--- config.mk ---
export PLATFORM = sky130hd
export DESIGN_NAME = dtenure_ctrl
export DESIGN_NICKNAME = d
export VERILOG_FILES = /design/src/rtl/dt_pkg.sv /design/src/rtl/dt_queue.sv /design/src/rtl/dt_qualify.sv /design/src/rtl/dt_tenure_fsm.sv /design/src/rtl/dtenure_ctrl.sv
export SDC_FILE = /design/constraint.sdc
export NUM_CORES = 1
export LEC_CHECK = 0
export ABC_AREA = 1
export BUFFER_PORTS_ARGS = -buffer_cell sky130_fd_sc_hd__buf_2
export CORE_ASPECT_RATIO = 0.7
export CORE_MARGIN = 1
export CORE_UTILIZATION = 55
export DETAILED_ROUTE_END_ITERATION = 12
export GPL_ROUTABILITY_DRIVEN = 0
export HOLD_SLACK_MARGIN = 0.03
export PLACE_DENSITY = 0.87
export SYNTH_ARGS = -nofsm -noshare
export SYNTH_HDL_FRONTEND = slang
export SYNTH_SLANG_ARGS = --single-unit
export TNS_END_PERCENT = 20
--- constraint.sdc ---
create_clock -name clk -period 2.6 [get_ports clk]
set_input_delay 0.13 -clock clk [delete_from_list [all_inputs] [get_ports clk]]
set_output_delay 0.13 -clock clk [all_outputs]
set_load 0.05 [all_outputs]
--- src/rtl/dt_pkg.sv ---
// Package: shared entry type and widths for the data tenure controller.
// Assumes tags are small; all modules import this package.
package dt_pkg;
    parameter int DT_TAG_W = 4;

    typedef struct packed {
        logic                is_wr;
        logic                burst;
        logic [DT_TAG_W-1:0] tag;
    } dt_ent_t;

    typedef enum logic {
        ST_IDLE = 1'b0,
        ST_XFER = 1'b1
    } dt_state_e;
endpackage

--- src/rtl/dt_queue.sv ---
// Module: ordered pending-tenure queue with removal at any index.
// Entries are appended at the tail and removed at pop_idx, with the younger
// entries shifting down, so index 0 is always the oldest. The candidate is
// the head, or the oldest write when wr_only is set and a write exists.
// Assumes pop_idx names a held entry whenever pop is high.
module dt_queue
    import dt_pkg::*;
#(
    parameter int DEPTH = 4
) (
    input  logic                         clk,
    input  logic                         rst_n,
    input  logic                         push,
    input  dt_ent_t                      push_ent,
    input  logic                         pop,
    input  logic [$clog2(DEPTH)-1:0]     pop_idx,
    input  logic                         wr_only,
    output logic                         full,
    output logic                         cand_valid,
    output logic [$clog2(DEPTH)-1:0]     cand_idx,
    output dt_ent_t                      cand_ent
);
    localparam int IDX_W = $clog2(DEPTH);
    localparam int CNT_W = $clog2(DEPTH + 1);

    dt_ent_t           mem [DEPTH];
    dt_ent_t           nxt [DEPTH];
    logic [CNT_W-1:0]  count;
    logic [CNT_W-1:0]  ncnt;
    logic              w_found;
    logic [IDX_W-1:0]  w_idx;

    assign full = (count == CNT_W'(DEPTH));

    // Purpose: find the oldest queued write.
    always_comb begin
        w_found = 1'b0;
        w_idx   = '0;
        for (int i = DEPTH - 1; i >= 0; i--) begin
            if (i < int'(count) && mem[i].is_wr) begin
                w_found = 1'b1;
                w_idx   = IDX_W'(i);
            end
        end
    end

    // Purpose: pick the entry the next data tenure would carry.
    always_comb begin
        cand_valid = (count != '0);
        cand_idx   = (wr_only && w_found) ? w_idx : '0;
        cand_ent   = mem[cand_idx];
    end

    // Purpose: compute the queue after this cycle's removal and append.
    always_comb begin
        for (int i = 0; i < DEPTH; i++) nxt[i] = mem[i];
        ncnt = count;
        if (pop) begin
            for (int i = 0; i < DEPTH - 1; i++) begin
                if (i >= int'(pop_idx)) nxt[i] = mem[i + 1];
            end
            ncnt = ncnt - 1'b1;
        end
        if (push && !full) begin
            nxt[ncnt[IDX_W-1:0]] = push_ent;
            ncnt = ncnt + 1'b1;
        end
    end

    // Purpose: register queue contents and occupancy.
    always_ff @(posedge clk) begin
        if (!rst_n) begin
            count <= '0;
            for (int i = 0; i < DEPTH; i++) mem[i] <= '0;
        end else begin
            count <= ncnt;
            for (int i = 0; i < DEPTH; i++) mem[i] <= nxt[i];
        end
    end

    p_no_overflow_r8: assert property (@(posedge clk) disable iff (!rst_n)
        count <= CNT_W'(DEPTH))
        else $error("queue occupancy above depth");

    p_pop_in_range_r10: assert property (@(posedge clk) disable iff (!rst_n)
        pop |-> (CNT_W'(pop_idx) < count))
        else $error("retire of an empty slot");

    p_full_blocks_push_r8: assert property (@(posedge clk) disable iff (!rst_n)
        (full && push && !pop) |=> full)
        else $error("full queue changed on push");
endmodule

--- src/rtl/dt_qualify.sv ---
// Module: data bus grant qualification.
// A grant qualifies when the block is idle with work queued and no blocker
// is present. An address retry blocks only if its tag matches the candidate.
// In busy-output-only mode the observed busy line is disregarded.
module dt_qualify
    import dt_pkg::*;
(
    input  logic                 cfg_busy_out_only,
    input  logic                 dgrant,
    input  logic                 dbusy_in,
    input  logic                 data_retry,
    input  logic                 addr_retry,
    input  logic [DT_TAG_W-1:0]  addr_retry_tag,
    input  logic                 master,
    input  logic                 cand_valid,
    input  logic [DT_TAG_W-1:0]  cand_tag,
    output logic                 qual
);
    logic busy_seen;
    logic ar_hit;

    // Purpose: evaluate each blocker and combine into the qualified grant.
    always_comb begin
        busy_seen = dbusy_in && !cfg_busy_out_only;
        ar_hit    = addr_retry && (addr_retry_tag == cand_tag);
        qual      = dgrant && cand_valid && !master
                    && !busy_seen && !data_retry && !ar_hit;
    end
endmodule

--- src/rtl/dt_tenure_fsm.sv ---
// Module: data tenure sequencer.
// Starts a tenure on a qualified grant, counts acknowledged beats, retires
// the entry after the last beat and aborts a read on data retry.
// Assumes the queue keeps the active entry at act_idx until it is retired.
module dt_tenure_fsm
    import dt_pkg::*;
#(
    parameter int DEPTH     = 4,
    parameter int BURST_LEN = 4
) (
    input  logic                         clk,
    input  logic                         rst_n,
    input  logic                         qual,
    input  logic [$clog2(DEPTH)-1:0]     cand_idx,
    input  dt_ent_t                      cand_ent,
    input  logic                         xfer_ack,
    input  logic                         data_retry,
    output logic                         master,
    output logic                         start_valid,
    output logic                         start_write,
    output logic [DT_TAG_W-1:0]          start_tag,
    output logic                         done_valid,
    output logic [DT_TAG_W-1:0]          done_tag,
    output logic                         pop,
    output logic [$clog2(DEPTH)-1:0]     pop_idx
);
    localparam int IDX_W  = $clog2(DEPTH);
    localparam int BEAT_W = $clog2(BURST_LEN + 1);

    dt_state_e          state;
    dt_ent_t            act_ent;
    logic [IDX_W-1:0]   act_idx;
    logic [BEAT_W-1:0]  beats_left;
    logic               abort;
    logic               last;

    assign master  = (state == ST_XFER);
    assign abort   = master && data_retry && !act_ent.is_wr;
    assign last    = (beats_left == BEAT_W'(1));
    assign pop     = master && xfer_ack && last && !abort;
    assign pop_idx = act_idx;

    // Purpose: tenure state, beat count and start/done pulses.
    always_ff @(posedge clk) begin
        if (!rst_n) begin
            state       <= ST_IDLE;
            act_ent     <= '0;
            act_idx     <= '0;
            beats_left  <= '0;
            start_valid <= 1'b0;
            start_write <= 1'b0;
            start_tag   <= '0;
            done_valid  <= 1'b0;
            done_tag    <= '0;
        end else begin
            start_valid <= 1'b0;
            done_valid  <= 1'b0;
            case (state)
                ST_IDLE: begin
                    if (qual) begin
                        state       <= ST_XFER;
                        act_ent     <= cand_ent;
                        act_idx     <= cand_idx;
                        beats_left  <= cand_ent.burst ? BEAT_W'(BURST_LEN) : BEAT_W'(1);
                        start_valid <= 1'b1;
                        start_write <= cand_ent.is_wr;
                        start_tag   <= cand_ent.tag;
                    end
                end
                ST_XFER: begin
                    if (abort) begin
                        state <= ST_IDLE;
                    end else if (xfer_ack) begin
                        if (last) begin
                            state      <= ST_IDLE;
                            done_valid <= 1'b1;
                            done_tag   <= act_ent.tag;
                        end else begin
                            beats_left <= beats_left - 1'b1;
                        end
                    end
                end
                default: state <= ST_IDLE;
            endcase
        end
    end

    p_start_needs_qual_r1: assert property (@(posedge clk) disable iff (!rst_n)
        start_valid |-> $past(qual))
        else $error("tenure started without a qualified grant");

    p_done_after_ack_r6: assert property (@(posedge clk) disable iff (!rst_n)
        done_valid |-> ($past(xfer_ack) && !master))
        else $error("retire without acknowledge");

    p_abort_releases_r7: assert property (@(posedge clk) disable iff (!rst_n)
        abort |=> (!master && !done_valid))
        else $error("read retry did not release the bus");
endmodule

--- src/rtl/dtenure_ctrl.sv ---
// Module: processor data bus tenure controller (top).
// Joins the pending queue, grant qualification and tenure sequencer, and
// drives the busy line with a separate output enable.
// Assumes the address side honours q_full.
module dtenure_ctrl
    import dt_pkg::*;
#(
    parameter int DEPTH     = 4,
    parameter int BURST_LEN = 4
) (
    input  logic                 clk,
    input  logic                 rst_n,
    input  logic                 cfg_busy_out_only,
    input  logic                 enq_valid,
    input  logic                 enq_write,
    input  logic                 enq_burst,
    input  logic [DT_TAG_W-1:0]  enq_tag,
    output logic                 q_full,
    input  logic                 dgrant,
    input  logic                 dbusy_in,
    input  logic                 data_retry,
    input  logic                 addr_retry,
    input  logic [DT_TAG_W-1:0]  addr_retry_tag,
    input  logic                 wr_only_grant,
    input  logic                 xfer_ack,
    output logic                 dbusy_out,
    output logic                 dbusy_oe,
    output logic                 start_valid,
    output logic                 start_write,
    output logic [DT_TAG_W-1:0]  start_tag,
    output logic                 done_valid,
    output logic [DT_TAG_W-1:0]  done_tag
);
    localparam int IDX_W = $clog2(DEPTH);

    dt_ent_t            push_ent;
    dt_ent_t            cand_ent;
    logic               cand_valid;
    logic [IDX_W-1:0]   cand_idx;
    logic               pop;
    logic [IDX_W-1:0]   pop_idx;
    logic               qual;
    logic               master;

    assign push_ent = '{is_wr: enq_write, burst: enq_burst, tag: enq_tag};

    dt_queue #(.DEPTH(DEPTH)) u_queue (
        .clk        (clk),
        .rst_n      (rst_n),
        .push       (enq_valid),
        .push_ent   (push_ent),
        .pop        (pop),
        .pop_idx    (pop_idx),
        .wr_only    (wr_only_grant),
        .full       (q_full),
        .cand_valid (cand_valid),
        .cand_idx   (cand_idx),
        .cand_ent   (cand_ent)
    );

    dt_qualify u_qual (
        .cfg_busy_out_only (cfg_busy_out_only),
        .dgrant            (dgrant),
        .dbusy_in          (dbusy_in),
        .data_retry        (data_retry),
        .addr_retry        (addr_retry),
        .addr_retry_tag    (addr_retry_tag),
        .master            (master),
        .cand_valid        (cand_valid),
        .cand_tag          (cand_ent.tag),
        .qual              (qual)
    );

    dt_tenure_fsm #(.DEPTH(DEPTH), .BURST_LEN(BURST_LEN)) u_fsm (
        .clk         (clk),
        .rst_n       (rst_n),
        .qual        (qual),
        .cand_idx    (cand_idx),
        .cand_ent    (cand_ent),
        .xfer_ack    (xfer_ack),
        .data_retry  (data_retry),
        .master      (master),
        .start_valid (start_valid),
        .start_write (start_write),
        .start_tag   (start_tag),
        .done_valid  (done_valid),
        .done_tag    (done_tag),
        .pop         (pop),
        .pop_idx     (pop_idx)
    );

    // Purpose: drive busy only while master; release the driver otherwise.
    always_comb begin
        dbusy_out = master;
        dbusy_oe  = master;
    end

    p_busy_blocks_r3: assert property (@(posedge clk) disable iff (!rst_n)
        (!cfg_busy_out_only && dbusy_in && !dbusy_out) |=> !start_valid)
        else $error("started while bus busy observed");

    p_retry_blocks_r1: assert property (@(posedge clk) disable iff (!rst_n)
        (data_retry && !dbusy_out) |=> !dbusy_out)
        else $error("started during data retry");

    p_start_takes_bus_r9: assert property (@(posedge clk) disable iff (!rst_n)
        start_valid |-> (dbusy_out && dbusy_oe))
        else $error("start without bus ownership");
endmodule

==> Word level (Yosys, flattened, before mapping) <==
Memory sizes are Yosys's and may differ from the RTL's.
Index checks and enable logic that the tools add are counted.
{ "totals": {"ff_bits": 20, "mem_bits_rw": 24, "in_bits": 20, "memories": 1} }
{ "op_classes": {"n_eq_ne": 7, "mux": 37, "reduce_logical": 33, "n_bitwise": 9, "order_cmp": 9, "addsub": 3} }
{ "memory_table": {"columns": ["name", "depth", "width", "rd", "rd_ports_with_merged_regs", "wr", "line", "rtl"], "rows": [
  ["u_queue.mem", 4, 6, 5, 0, 4, "dt_queue.sv:26", "dt_ent_t mem [DEPTH];"]
]} }
{ "ops": {"columns": ["operator", "n"], "rows": [
  ["two-way mux 6 bit", 8],
  ["bitwise mux 24 bit", 1],
  ["two-way mux 24 bit", 1],
  ["two-way mux 3 bit", 7],
  ["logical AND 1 bit", 19],
  ["two-way mux 18 bit", 1],
  ["demux 6 bit (select 2 bit)", 1],
  ["two-way mux 1 bit", 11],
  ["two-way mux 2 bit", 5],
  ["logical NOT 1 bit", 8],
  ["!= test 2 bit, second input constant", 4],
  ["AND reduction 4 bit", 2],
  ["less-than comparator 1 x 3 -> 1 bit, first input constant", 2],
  ["less-than comparator 2 x 3 -> 1 bit, first input constant", 2],
  ["one-hot mux 3 bit (2 select lines)", 1],
  ["subtractor 3 x 1 -> 3 bit, second input constant", 2],
  ["equality test 4 bit", 1],
  ["greater-or-equal comparator 1 x 2 -> 1 bit, first input constant", 2],
  ["NOT 1 bit", 4],
  ["OR 1 bit", 4],
  ["OR reduction 4 bit", 1],
  ["adder 3 x 1 -> 3 bit, second input constant", 1],
  ["equality test 3 x 1 -> 1 bit, second input constant", 1],
  ["equality test 3 bit, second input constant", 1],
  ["8 further kinds", 8]
]} }

==> Logic depth before layout (Yosys ltp) <==
Gate-level depths: netlist (run 1).
An unclocked memory read counts as a cell.
{ "logic_depth": {"ltp_word": 15, "mapped_depth": 19} }

==> By module <==
From an unflattened synthesis (run 1), not the netlist that was laid out.
{ "hier_totals": {"hier_cells": 380, "hier_area_um2": 2553.7} }
{ "modules_own_cells": {"columns": ["mod", "seq_area_each_um2", "instances", "cells_each", "area_each_um2"], "rows": [
  ["dt_queue", 540.5, 1, 255, 1672.9],
  ["dt_tenure_fsm", 340.3, 1, 100, 770.7],
  ["dt_qualify", 0.0, 1, 24, 102.6],
  ["dtenure_ctrl", 0.0, 1, 1, 7.5]
]} }

==> Worst setup path before layout (run 1) <==
Ideal clock, no wire load.
{ "synth_timing": {"path_type": "reg2reg", "start": "register u_fsm.state (netlist: u_fsm.master)", "end": "memory u_queue.mem[0][1] (netlist name)", "path_stages_with_launch": 13, "n_path_buf": 0, "synth_period_minus_slack_ns": 2.722, "setup_slack_ns": -0.122, "setup_time_ns": 0.116, "arrival_time_ns": 2.606, "cell_sequence": "dfxtp_1 inv_1 nor3_2 inv_1 o21ai_0 inv_1 ha_1 nand2_1 inv_1 a21oi_1 o21ai_0 o211ai_1 inv_1"} }
{ "synth_rtl": {"columns": ["element", "line", "rtl"], "rows": [
  ["start: declaration", "dt_tenure_fsm.sv:30", "dt_state_e state;"],
  ["start signal: assignment", "dt_tenure_fsm.sv:46", "state <= ST_IDLE;"],
  ["start signal: assignment", "dt_tenure_fsm.sv:61", "state <= ST_XFER;"],
  ["start signal: assignment", "dt_tenure_fsm.sv:72", "state <= ST_IDLE;"],
  ["end: declaration", "dt_queue.sv:26", null]
]} }

==> Worst setup path after layout (run 1) <==
{ "layout_timing": {"start": "register u_queue.count[1]", "end": "register u_fsm.beats_left[0]"} }
{ "layout_between": {"elab_chain_cells": 15, "elab_cells_between_ends": 33} }
{ "layout_lines": {"columns": ["element", "line", "rtl"], "rows": [
  ["start: declaration", "dt_queue.sv:28", "logic [CNT_W-1:0] count;"],
  ["start signal: assignment", "dt_queue.sv:76", "count <= ncnt;"],
  ["less-than comparator 2 x 3 -> 1 bit", "dt_queue.sv:40", "if (i < int'(count) && mem[i].is_wr) begin"],
  ["logical AND 1 bit", "dt_queue.sv:40", null],
  ["two-way mux 1 bit (4 in a row)", "dt_queue.sv:40", null],
  ["logical AND 1 bit", "dt_queue.sv:50", "cand_idx = (wr_only && w_found) ? w_idx : '0;"],
  ["two-way mux 2 bit", "dt_queue.sv:50", null],
  ["memory (4 x 6 bit)", null, null],
  ["equality test 4 bit", "dt_qualify.sv:25", "ar_hit = addr_retry && (addr_retry_tag == cand_tag);"],
  ["logical AND 1 bit", "dt_qualify.sv:25", null],
  ["logical NOT 1 bit", "dt_qualify.sv:27", "&& !busy_seen && !data_retry && !ar_hit;"],
  ["logical AND 1 bit", "dt_qualify.sv:27", null],
  ["!= test 2 bit (no line)", null, null],
  ["AND reduction 4 bit (no line)", null, null],
  ["end signal: assignment", "dt_tenure_fsm.sv:64", "beats_left <= cand_ent.burst ? BEAT_W'(BURST_LEN) : BEAT_W'(1);"],
  ["end signal: assignment", "dt_tenure_fsm.sv:79", "beats_left <= beats_left - 1'b1;"],
  ["end: declaration", "dt_tenure_fsm.sv:33", "logic [BEAT_W-1:0] beats_left;"]
]} }
Several ways; a longest one is shown, not always the timed one. The select of a mux whose other input is x is not followed.
A chain may end at the register's enable or synchronous reset.

==> key figures, run 1 <==
Routing
  – Post-route DRC: 0
  – Routed vias/inst: 5.35
  – WL final: 5.99 mm
  – Initial DRC Count: 267
  – WL/cell: 13.3 um
  – DRT Pass-1 Iters: 5
  – Via count: 2415
  – DRT antenna net count: 0

Synth
  – Post-synthesis mux area share: 0
  – Compound-Gate Fraction of Synth Area: 0.231
  – Sequential fraction of the synthesis area: 0.353
  – Post-synthesis cell area: 0.00249 mm2
  – Simple-Gate Fraction of Synth Area: 0.242
  – Syn nets: 389
  – XOR/XNOR Fraction of Synth Area: 0.00702
  – Avg Cell Area, Syn: 6.93 um2
  – Post-Synth Adder-Cell Area: 0.0452
  – Number of distinct library cells after synthesis: 30
  – Flops & latches, synth: 44
  – Main combinational cell family by area after synthesis: simple AND/OR/NAND/NOR gates
  – Synth Instances: 360
  – Yosys warns: 0

STA
  – Final Hold Viols: 0
  – Final Max Slew Viols: 0
  – Worst Tran Pin Value: 0.592 ns
  – Final Skew: 0.00534 ns
  – Min cycle time layout: 2.41 ns
  – Fin crit share: 0.925
  – Slew margin rel.: 0.606
  – Final WS setup: 0.194 ns
  – Unrepaired setup endpoints after global routing: true
  – Final setup vio count: 0
  – Max Clk Rate: 416 MHz

Place
  – Hpwl dp: 4.47 mm
  – DP Worst Slack: 0.0720 ns
  – Cell count after placement: 443
  – Port buffer count: 33

Finish
  – Syn-to-layout area delta: 14.4%
  – Share of cells above drive strength 1: 0.182
  – NumNets Final: 424
  – Antenna cells: 0
  – Util after Layout: 0.655
  – Non-Filler Instances: 451

Pwr
  – P_leak: 1.44 nW
  – Peak VDD IR: 0.000410 V
  – Pwr dens: 549 mW/mm2

Global route
  – Gr usage total: 0.270
  – Grt ovf: 0
  – First-pass GRT wire length: 9.56 mm
  – Largest net degree at the start of global routing: 39
  – Initial antenna violation count: 0
  – Vias in the first global route: 2058

Floorplan
  – Core Rows: 20
  – Die area: 0.00481 mm2
  – Die Height: 58.3 um
  – Core area: 0.00435 mm2
  – Initial core utilization: 0.573
  – IO Count: 34
  – Die width: 82.5 um

Clocking
  – # clock sinks: 44
  – Worst skew pair latency: 0.31 ns
  – Clock Tree Root: clkbuf_8
  – CTS clk-pin slew, worst paths: 0.09 ns
  – CTS Buffer Depth: 2
  – H-tree Lvls: 2
  – CTS tree: done
  – Post-CTS Setup Inserts: 0
  – CTS Buf Count: 5

Worst hold path
  – Hold Startpoint: enq_tag[0]
  – Worst min path class: input port to flop

Worst setup path
  – Critical-path maximum fanout: 13
  – Arrival time at the worst endpoint: 2.62 ns
  – R2R Path Start: u_queue.count[1]
  – Worst setup path startpoint: u_queue.count[1]
  – Crit path launch type: flop
  – Critical Path RT: 2.81 ns
  – Crit path kind: flop to flop
  – Crit end category: flop

Job
  – Max-cap viol count: 0

Status
  – Status: finished clean
logic make-up after synthesis:
| logic type | Yosys count |
|---|---|
| AOI/OAI and AO/OA | 98 |
| buffers and inverters | 75 |
| xor gates and xnor gates | 2 |
| DFF | 44 |
| adders and majority gates | 9 |
| and+or+nand+nor | 132 |
path summary, 6_finish.rpt:
kind                               to  slack (ns)  cells after the start
hold / removal      u_queue.mem[2][0]         0.1                      3
setup / recovery  u_fsm.beats_left[0]        0.19                     18
setup reg to reg  u_fsm.beats_left[0]        0.19                     18
hold reg to reg     u_fsm.done_tag[2]        0.49                      2
metal layers:
metal  up-vias  track usage  share of wire
li1       1232            -              -
met1      1094        0.400           0.48
met2        77        0.388           0.43
met3        12       0.0558          0.078
met4         0       0.0877          0.015
met5         -            0              0
cell usage after synthesis (all sizes together):
library cell	instances	share of area
xor2	2	0.0070
clkbuf	6	0.0090
dfxtp	44	0.35
o211ai	13	0.041
nor3	1	0.0040
buf	5	0.016
o21bai	8	0.024
ha	9	0.045
nor2	26	0.046
inv	64	0.096
nand3	30	0.064
o21ai	44	0.090
nand2	72	0.12
or2	3	0.0085
a211oi	1	0.0030
a21oi	30	0.066
a221oi	2	0.0070
stage by stage:
| stage | setup TNS, ns | total power, W | cell area (um2) | hold slack, ns |
|---|---|---|---|---|
| detailed placement | 0 | 0.00104 | 2710 | 0.418 |
| global route | -0.0343 | 0.00164 | 2850 | 0.113 |
| global placement | 0 | 0.00103 | 2710 | 0.412 |
| floorplan | 0 | 0.000965 | 2490 | 0.279 |
| CTS | 0 | 0.00156 | 2820 | 0.100 |
| finish | 0 | 0.00157 | 2850 | 0.0987 |
area by class of cell:
class / instances / area [um2]
clock inverters: 2 / 35.0
repair buffers: 39 / 210
fillers: 373 / 1500
well taps: 55 / 68.8
clock buffers: 6 / 72.6
inverters: 64 / 240
multi-input cells: 241 / 1340
flip-flops and latches: 44 / 882
worst max-delay path: stages (launching register included):
cell and delay (ns):
dfxtp_1 0.36, inv_1 0.09, ha_1 0.19, a21oi_1 0.17, nand2_2 0.11, nand2_4 0.13
nand2_4 0.12, inv_2 0.14, nand2_1 0.06, nand3_1 0.09, nand2_1 0.10, nand2_1 0.07
nand2_1 0.05, nand3_1 0.11, nand2_4 0.12, nand2_2 0.15, nand3_1 0.08, nand2_1 0.09
nor2_1 0.05
power by group:
part	internal (W)	switching (W)
Clock	0.000285	0.000247
Sequential	0.000714	0.0000289
Combinational	0.0000996	0.000191
cells in the final DEF, fill, tap and decap left out:
master     Yosys  routed
buf_4          1       6
bufinv_16      0       1
nand2_2        5       4
o21bai_1       8       8
a21oi_1       28      28
clkbuf_8       0       5
o21ai_2        1       2
clkinv_2       0       1
inv_1         62      59
or2_2          2       2
clkbuf_1       6       1
nor2_8         1       1
a21oi_2        1       1
o211ai_2       1       1
dfxtp_2        0       1
nand2_4        2       3
o211ai_1      12      12
nor2_1        25      25
o21ai_1        2       2
nand2_1       65      65
nand3_2        2       2
buf_2          2      33
a221oi_1       2       2
inv_2          2       5
xor2_1         2       1
a211oi_1       1       1
ha_1           9       9
nor3_4         0       1
nand3_1       28      28
o21ai_0       41      40
dfxtp_1       44      43
xor2_4         0       1
or2_4          1       1
a21oi_4        1       1
what timing repair did:
action / in CTS / in global routing
resized for setup: 0 / 9
endpoints found under the hold margin: 0 / 0
setup endpoints to repair: 0 / 29
hold buffers: 0 / 0
Power figures use the tool's default switching activity.
==> run 2, diff against run 1 <==
Settings changed: BUFFER_PORTS_ARGS -buffer_cell sky130_fd_sc_hd__buf_2 to not set, CORE_MARGIN 1 to 8, DONT_BUFFER_PORTS set to 1, PLACE_DENSITY 0.87 to 0.8.
==> key figures, run 2 (same netlist as run 1, synthesis figures left out) <==
Clocking
  – CTS Buf Count: 5
  – CTS Buffer Depth: 2
  – CTS tree: done
  – # clock sinks: 44
  – H-tree Lvls: 2
  – Worst skew pair latency: 0.29 ns
  – CTS clk-pin slew, worst paths: 0.08 ns
  – Clock Tree Root: clkbuf_8

Place
  – Hpwl dp: 4.66 mm
  – Port buffer count: 0

Worst setup path
  – Critical-path maximum fanout: 8
  – Worst path top cell family by delay: buffers and inverters
  – Crit path cell chain: inv_1 > ha_1 > inv_1 > nor2_1 > nand2_1 > nor3_2 > buf_4 > xor2_2 > ha_1 > nand2_1 > inv_1 > a21oi_1 > o21ai_0 > o211ai_1 > inv_1
  – R2R Path Start: u_fsm.beats_left[1]
  – Crit path launch type: flop
  – Worst setup path startpoint: u_fsm.beats_left[1]
  – Arrival time at the worst endpoint: 2.64 ns
  – Crit path largest cell delay: 0.32 ns
  – Cell mode on critical path: inv_1
  – Crit-path slowest cell: dfxtp_1
  – Worst Path Buf+Inv: 5
  – Crit end category: flop
  – Critical Path RT: 2.83 ns
  – Crit path kind: flop to flop

Floorplan
  – Initial core utilization: 0.573
  – Die area: 0.00698 mm2
  – Core Rows: 20
  – Core area: 0.00435 mm2
  – Die width: 96.5 um
  – IO Count: 34
  – Die Height: 72.3 um

Pwr
  – P_leak: 1.35 nW
  – Peak VDD IR: 0.000314 V
  – Pwr dens: 529 mW/mm2

Routing
  – Initial DRC Count: 219
  – WL final: 6.27 mm
  – DRT antenna net count: 0
  – Routed vias/inst: 5.33
  – DRT Pass-1 Iters: 4
  – Via count: 2297
  – Post-route DRC: 0
  – WL/cell: 14.5 um

Global route
  – Grt ovf: 0
  – Initial antenna violation count: 0
  – Largest net degree at the start of global routing: 31
  – Vias in the first global route: 1974
  – Gr usage total: 0.179
  – First-pass GRT wire length: 9.85 mm

Job
  – Max-cap viol count: 0

STA
  – Fin Hold WS: 0.0306 ns
  – Unrepaired setup endpoints after global routing: true
  – Max Clk Rate: 415 MHz
  – Final setup vio count: 0
  – Final Max Slew Viols: 0
  – Worst Tran Pin Value: 1.13 ns
  – Final Skew: 0.00713 ns
  – Slew margin rel.: 0.243
  – Fin crit share: 0.927
  – Final Hold Viols: 0
  – Min cycle time layout: 2.41 ns

Finish
  – Share of cells above drive strength 1: 0.109
  – Util after Layout: 0.638
  – Leading cell type in the layout, fill and taps excluded: nand2_1
  – Most frequent cells in the layout: nand2_1 (65), inv_1 (60), dfxtp_1 (43), o21ai_0 (40)
  – NumNets Final: 404
  – Antenna cells: 0
  – Syn-to-layout area delta: 11.4%

Worst hold path
  – Hold Startpoint: enq_write
  – Worst min path class: input port to flop

Status
  – Status: finished clean
==> run 2: final timing paths <==
kind	endpoint	slack, ns	cells after the start
worst max-delay path	u_queue.mem[2][1]	0.19	15
worst min register to register	u_fsm.beats_left[1]	0.50	2
worst min-delay path	flop	0.03	2
worst max register to register	u_queue.mem[2][1]	0.19	15
==> run 2: repair_timing <==
item,4_1_cts,5_1_grt
hold buffers,6,2
endpoints found under the hold margin,33,2
resized for setup,0,5
setup endpoints to repair,0,11
setup buffers,0,3
==> run 2: power by group <==
group,total (W),switching [W],leakage (nW),internal [W]
sequential,0.000759,0.0000455,0.359,0.000714
combinational,0.000267,0.000166,0.942,0.000100
clock,0.000444,0.000227,0.0455,0.000217
==> run 2: worst reg2reg max path, stage by stage, from the launching register on <==
cell and delay, ns:
dfxtp_1 0.32, inv_1 0.07, ha_1 0.13, inv_1 0.04, nor2_1 0.12, nand2_1 0.10
nor3_2 0.20, buf_4 0.22, xor2_2 0.27, ha_1 0.19, nand2_1 0.13, inv_1 0.22
a21oi_1 0.05, o21ai_0 0.08, o211ai_1 0.10, inv_1 0.11
==> run 2: metrics by stage <==
step                TNS (ns)  power, W  std cells  area, um2  setup WS [ns]
floorplan                  0  0.000965        360       2490         0.0331
finish                     0   0.00147        431       2780          0.191
global placement           0   0.00100        412       2560          0.201
CTS                        0   0.00146        426       2710          0.120
detailed placement         0   0.00101        412       2560          0.128
global route         -0.0222   0.00155        431       2780        -0.0222
==> run 2: area by class of cell <==
type	count	area, um2
tap	55	68.8
multi-input combinational	241	1320
clock buffer	8	90.1
inverter	64	240
sequential	44	882
fill	394	1580
timing repair buffer	19	175
==> run 2: layer usage <==
metal | vias to the layer above | global-route usage | share of wire
met4 | 0 | 0.0435 | 0.0094
li1 | 1193 | - | -
met3 | 7 | 0.0701 | 0.12
met1 | 1017 | 0.251 | 0.46
met5 | - | 0 | 0
met2 | 80 | 0.246 | 0.41
==> run 3, diff against run 2 <==
Settings changed: ABC_AREA 1 to not set.
==> key figures, run 3 <==
Global route
  – Grt ovf: 0
  – Met3 GRT Util: 0.0416
  – Initial antenna violation count: 0
  – Gr usage total: 0.216
  – GRT met1 Usage: 0.289
  – Largest net degree at the start of global routing: 25
  – Grt peak-use layer: met2
  – First-pass GRT wire length: 12.1 mm
  – Met2 Use GR: 0.334
  – Vias in the first global route: 2354

Routing
  – Via count: 2508
  – Routed vias/inst: 6.15
  – Initial DRC Count: 237
  – WL final: 8.13 mm
  – Post-route DRC: 0
  – WL/cell: 19.9 um
  – DRT antenna net count: 0
  – DRT Pass-1 Iters: 4

Synth
  – Avg Cell Area, Syn: 8.58 um2
  – Synth top cells by count: dfxtp_1 (44), nand2_1 (30), nor2_1 (30), a21oi_1 (23), a211oi_1 (22)
  – Async SR Flop Fraction: 0
  – EDFF count, synth: 0
  – Sequential fraction of the synthesis area: 0.341
  – Flops & latches, synth: 44
  – Largest cells by area after synthesis: dfxtp_1 (34%), mux2i_1 (7.0%), a211oi_1 (6.4%)
  – Yosys top cell area share: 0.341
  – Post-synthesis cell area: 0.00258 mm2
  – Number of distinct library cells after synthesis: 58
  – Synth Instances: 301
  – Count leader, synth: dfxtp_1
  – Syn nets: 330
  – Area leader, netlist: dfxtp_1
  – Main flop type after synthesis: dfxtp_1
  – Yosys warns: 0

STA
  – Min cycle time layout: 2.69 ns
  – Slew margin rel.: 0.211
  – Unrepaired setup endpoints after global routing: true
  – Final WS setup: -0.0877 ns
  – Setup TNS: -0.482 ns
  – Final setup vio count: 10
  – Final Hold Viols: 0
  – Final Skew: 0.00947 ns
  – Fin crit share: 1.03
  – Max Clk Rate: 372 MHz
  – Final Max Slew Viols: 0
  – Worst Tran Pin Value: 1.18 ns

Worst setup path
  – Critical Path RT: 2.80 ns
  – Critical-path maximum fanout: 8
  – Crit end category: flop
  – Flop-to-flop setup slack: -0.09 ns
  – Arrival time at the worst endpoint: 2.89 ns
  – Crit path launch type: flop
  – Crit path kind: flop to flop

Status
  – Status: complete, but fails checks
  – Failing checks: setup timing

Floorplan
  – Die width: 97.9 um
  – Initial core utilization: 0.555
  – Die Height: 73.3 um
  – IO Count: 34
  – Core area: 0.00465 mm2
  – Core Rows: 21
  – Die area: 0.00718 mm2

Finish
  – Leading cell type in the layout, fill and taps excluded: buf_4
  – FF+latch area: 888 um2
  – Multi-input gate area: 0.00175 mm2
  – Final Cell Area: 0.00330 mm2
  – Fill count: 330
  – Most frequent cells in the layout: buf_4 (48), dfxtp_1 (40), nor2_1 (28), nand2_1 (27), a211oi_1 (20)
  – Syn-to-layout area delta: 28.0%
  – Util after Layout: 0.710
  – NumNets Final: 378
  – Share of cells above drive strength 1: 0.317

Place
  – Hpwl dp: 5.33 mm
  – Port buffer count: 0
  – DP Area: 0.00284 mm2

Pwr
  – PnR Total Power: 0.00155 W
  – Pwr dens: 469 mW/mm2
  – Peak VDD IR: 0.000323 V
  – P_leak: 1.26 nW

Clocking
  – Worst skew pair latency: 0.31 ns
  – H-tree Lvls: 2
  – CTS Buf Count: 5
  – CTS Buffer Depth: 2
  – CTS tree: done
  – CTS clk-pin slew, worst paths: 0.09 ns
  – # clock sinks: 44
  – Clock Tree Root: clkbuf_8

Worst hold path
  – Worst min path class: input port to flop

Job
  – Max-cap viol count: 0
## run 3: changes by cell type in the layout (fill, tap and decap cells not counted), sizes merged, moves of 5 or more
| cell | delta |
|---|---|
| nand3 | -19 |
| a21oi | -6 |
| mux2i | +18 |
| xnor2 | +5 |
| a21boi | +6 |
| inv | -54 |
| nor3 | +5 |
| o211ai | -10 |
| buf | +40 |
| o21bai | -8 |
| and3 | +7 |
| a211oi | +22 |
| o21ai | -36 |
| nand2 | -41 |
## run 3: cells by family after synthesis
kind of cell,after synthesis,share of synthesized area
fa+ha+maj,9,0.0436
simple gates,106,0.206
flops,44,0.341
xor+xnor,7,0.0238
buf+inv,28,0.0572
mux,19,0.0742
compound gates,88,0.254
## run 3: critical path: stages (launching register included)
cell and delay, ns:
dfxtp_2 0.35, inv_2 0.07, ha_4 0.13, o21ba_4 0.15, o22a_4 0.26, and3_4 0.20
or4_4 0.47, nand4_1 0.14, nor4b_4 0.33, buf_6 0.20, o21ai_0 0.11, o2bb2ai_1 0.17
## run 3: worst paths after layout
kind | from | to | cells after the start
worst max register to register | u_queue.count[1] | u_fsm.beats_left[2] | 11
worst min-delay path | wr_only_grant | u_fsm.act_ent[5] | 2
worst max-delay path | u_queue.count[1] | u_fsm.beats_left[2] | 11
worst min register to register | flop | flop | 2
## run 3: repair_timing
item,4_1_cts,5_1_grt
hold buffers,7,0
setup buffers,5,6
cloned,0,1
pin swaps,14,24
endpoints found under the setup margin,11,37
hold endpoints to repair,27,0
resized for setup,27,25
## run 3: area by class of cell
class	count	area share
Timing Repair Buffer	58	0.141
Antenna cell	1	0.000758
Tap cell	57	0.0216
Clock buffer	6	0.0250
Sequential cell	44	0.269
Clock inverter	2	0.00303
Inverter	10	0.0114
Multi-Input combinational cell	230	0.529
## run 3: per-layer routing
metal  vias up  share of wire
met5         -              0
met4         0          0.024
met3        14          0.092
met2       105           0.45
met1      1199           0.43
li1       1190              -
## run 3: per-stage QoR
stage          hold slack, ns  std cells  worst slack [ns]
6_report               0.0215        408           -0.0877
5_1_grt                0.0321        407            -0.168
4_1_cts                0.0316        400           -0.0538
3_5_place_dp            0.253        380            -0.260
3_3_place_gp            0.254        380            -0.149
2_1_floorplan           0.247        301          -0.00620
## run 3: report_power, final
group | internal (W) | switching, W | total (W)
clock network | 0.000212 | 0.000247 | 0.000459
logic | 0.000157 | 0.000187 | 0.000344
registers | 0.000707 | 0.0000402 | 0.000747
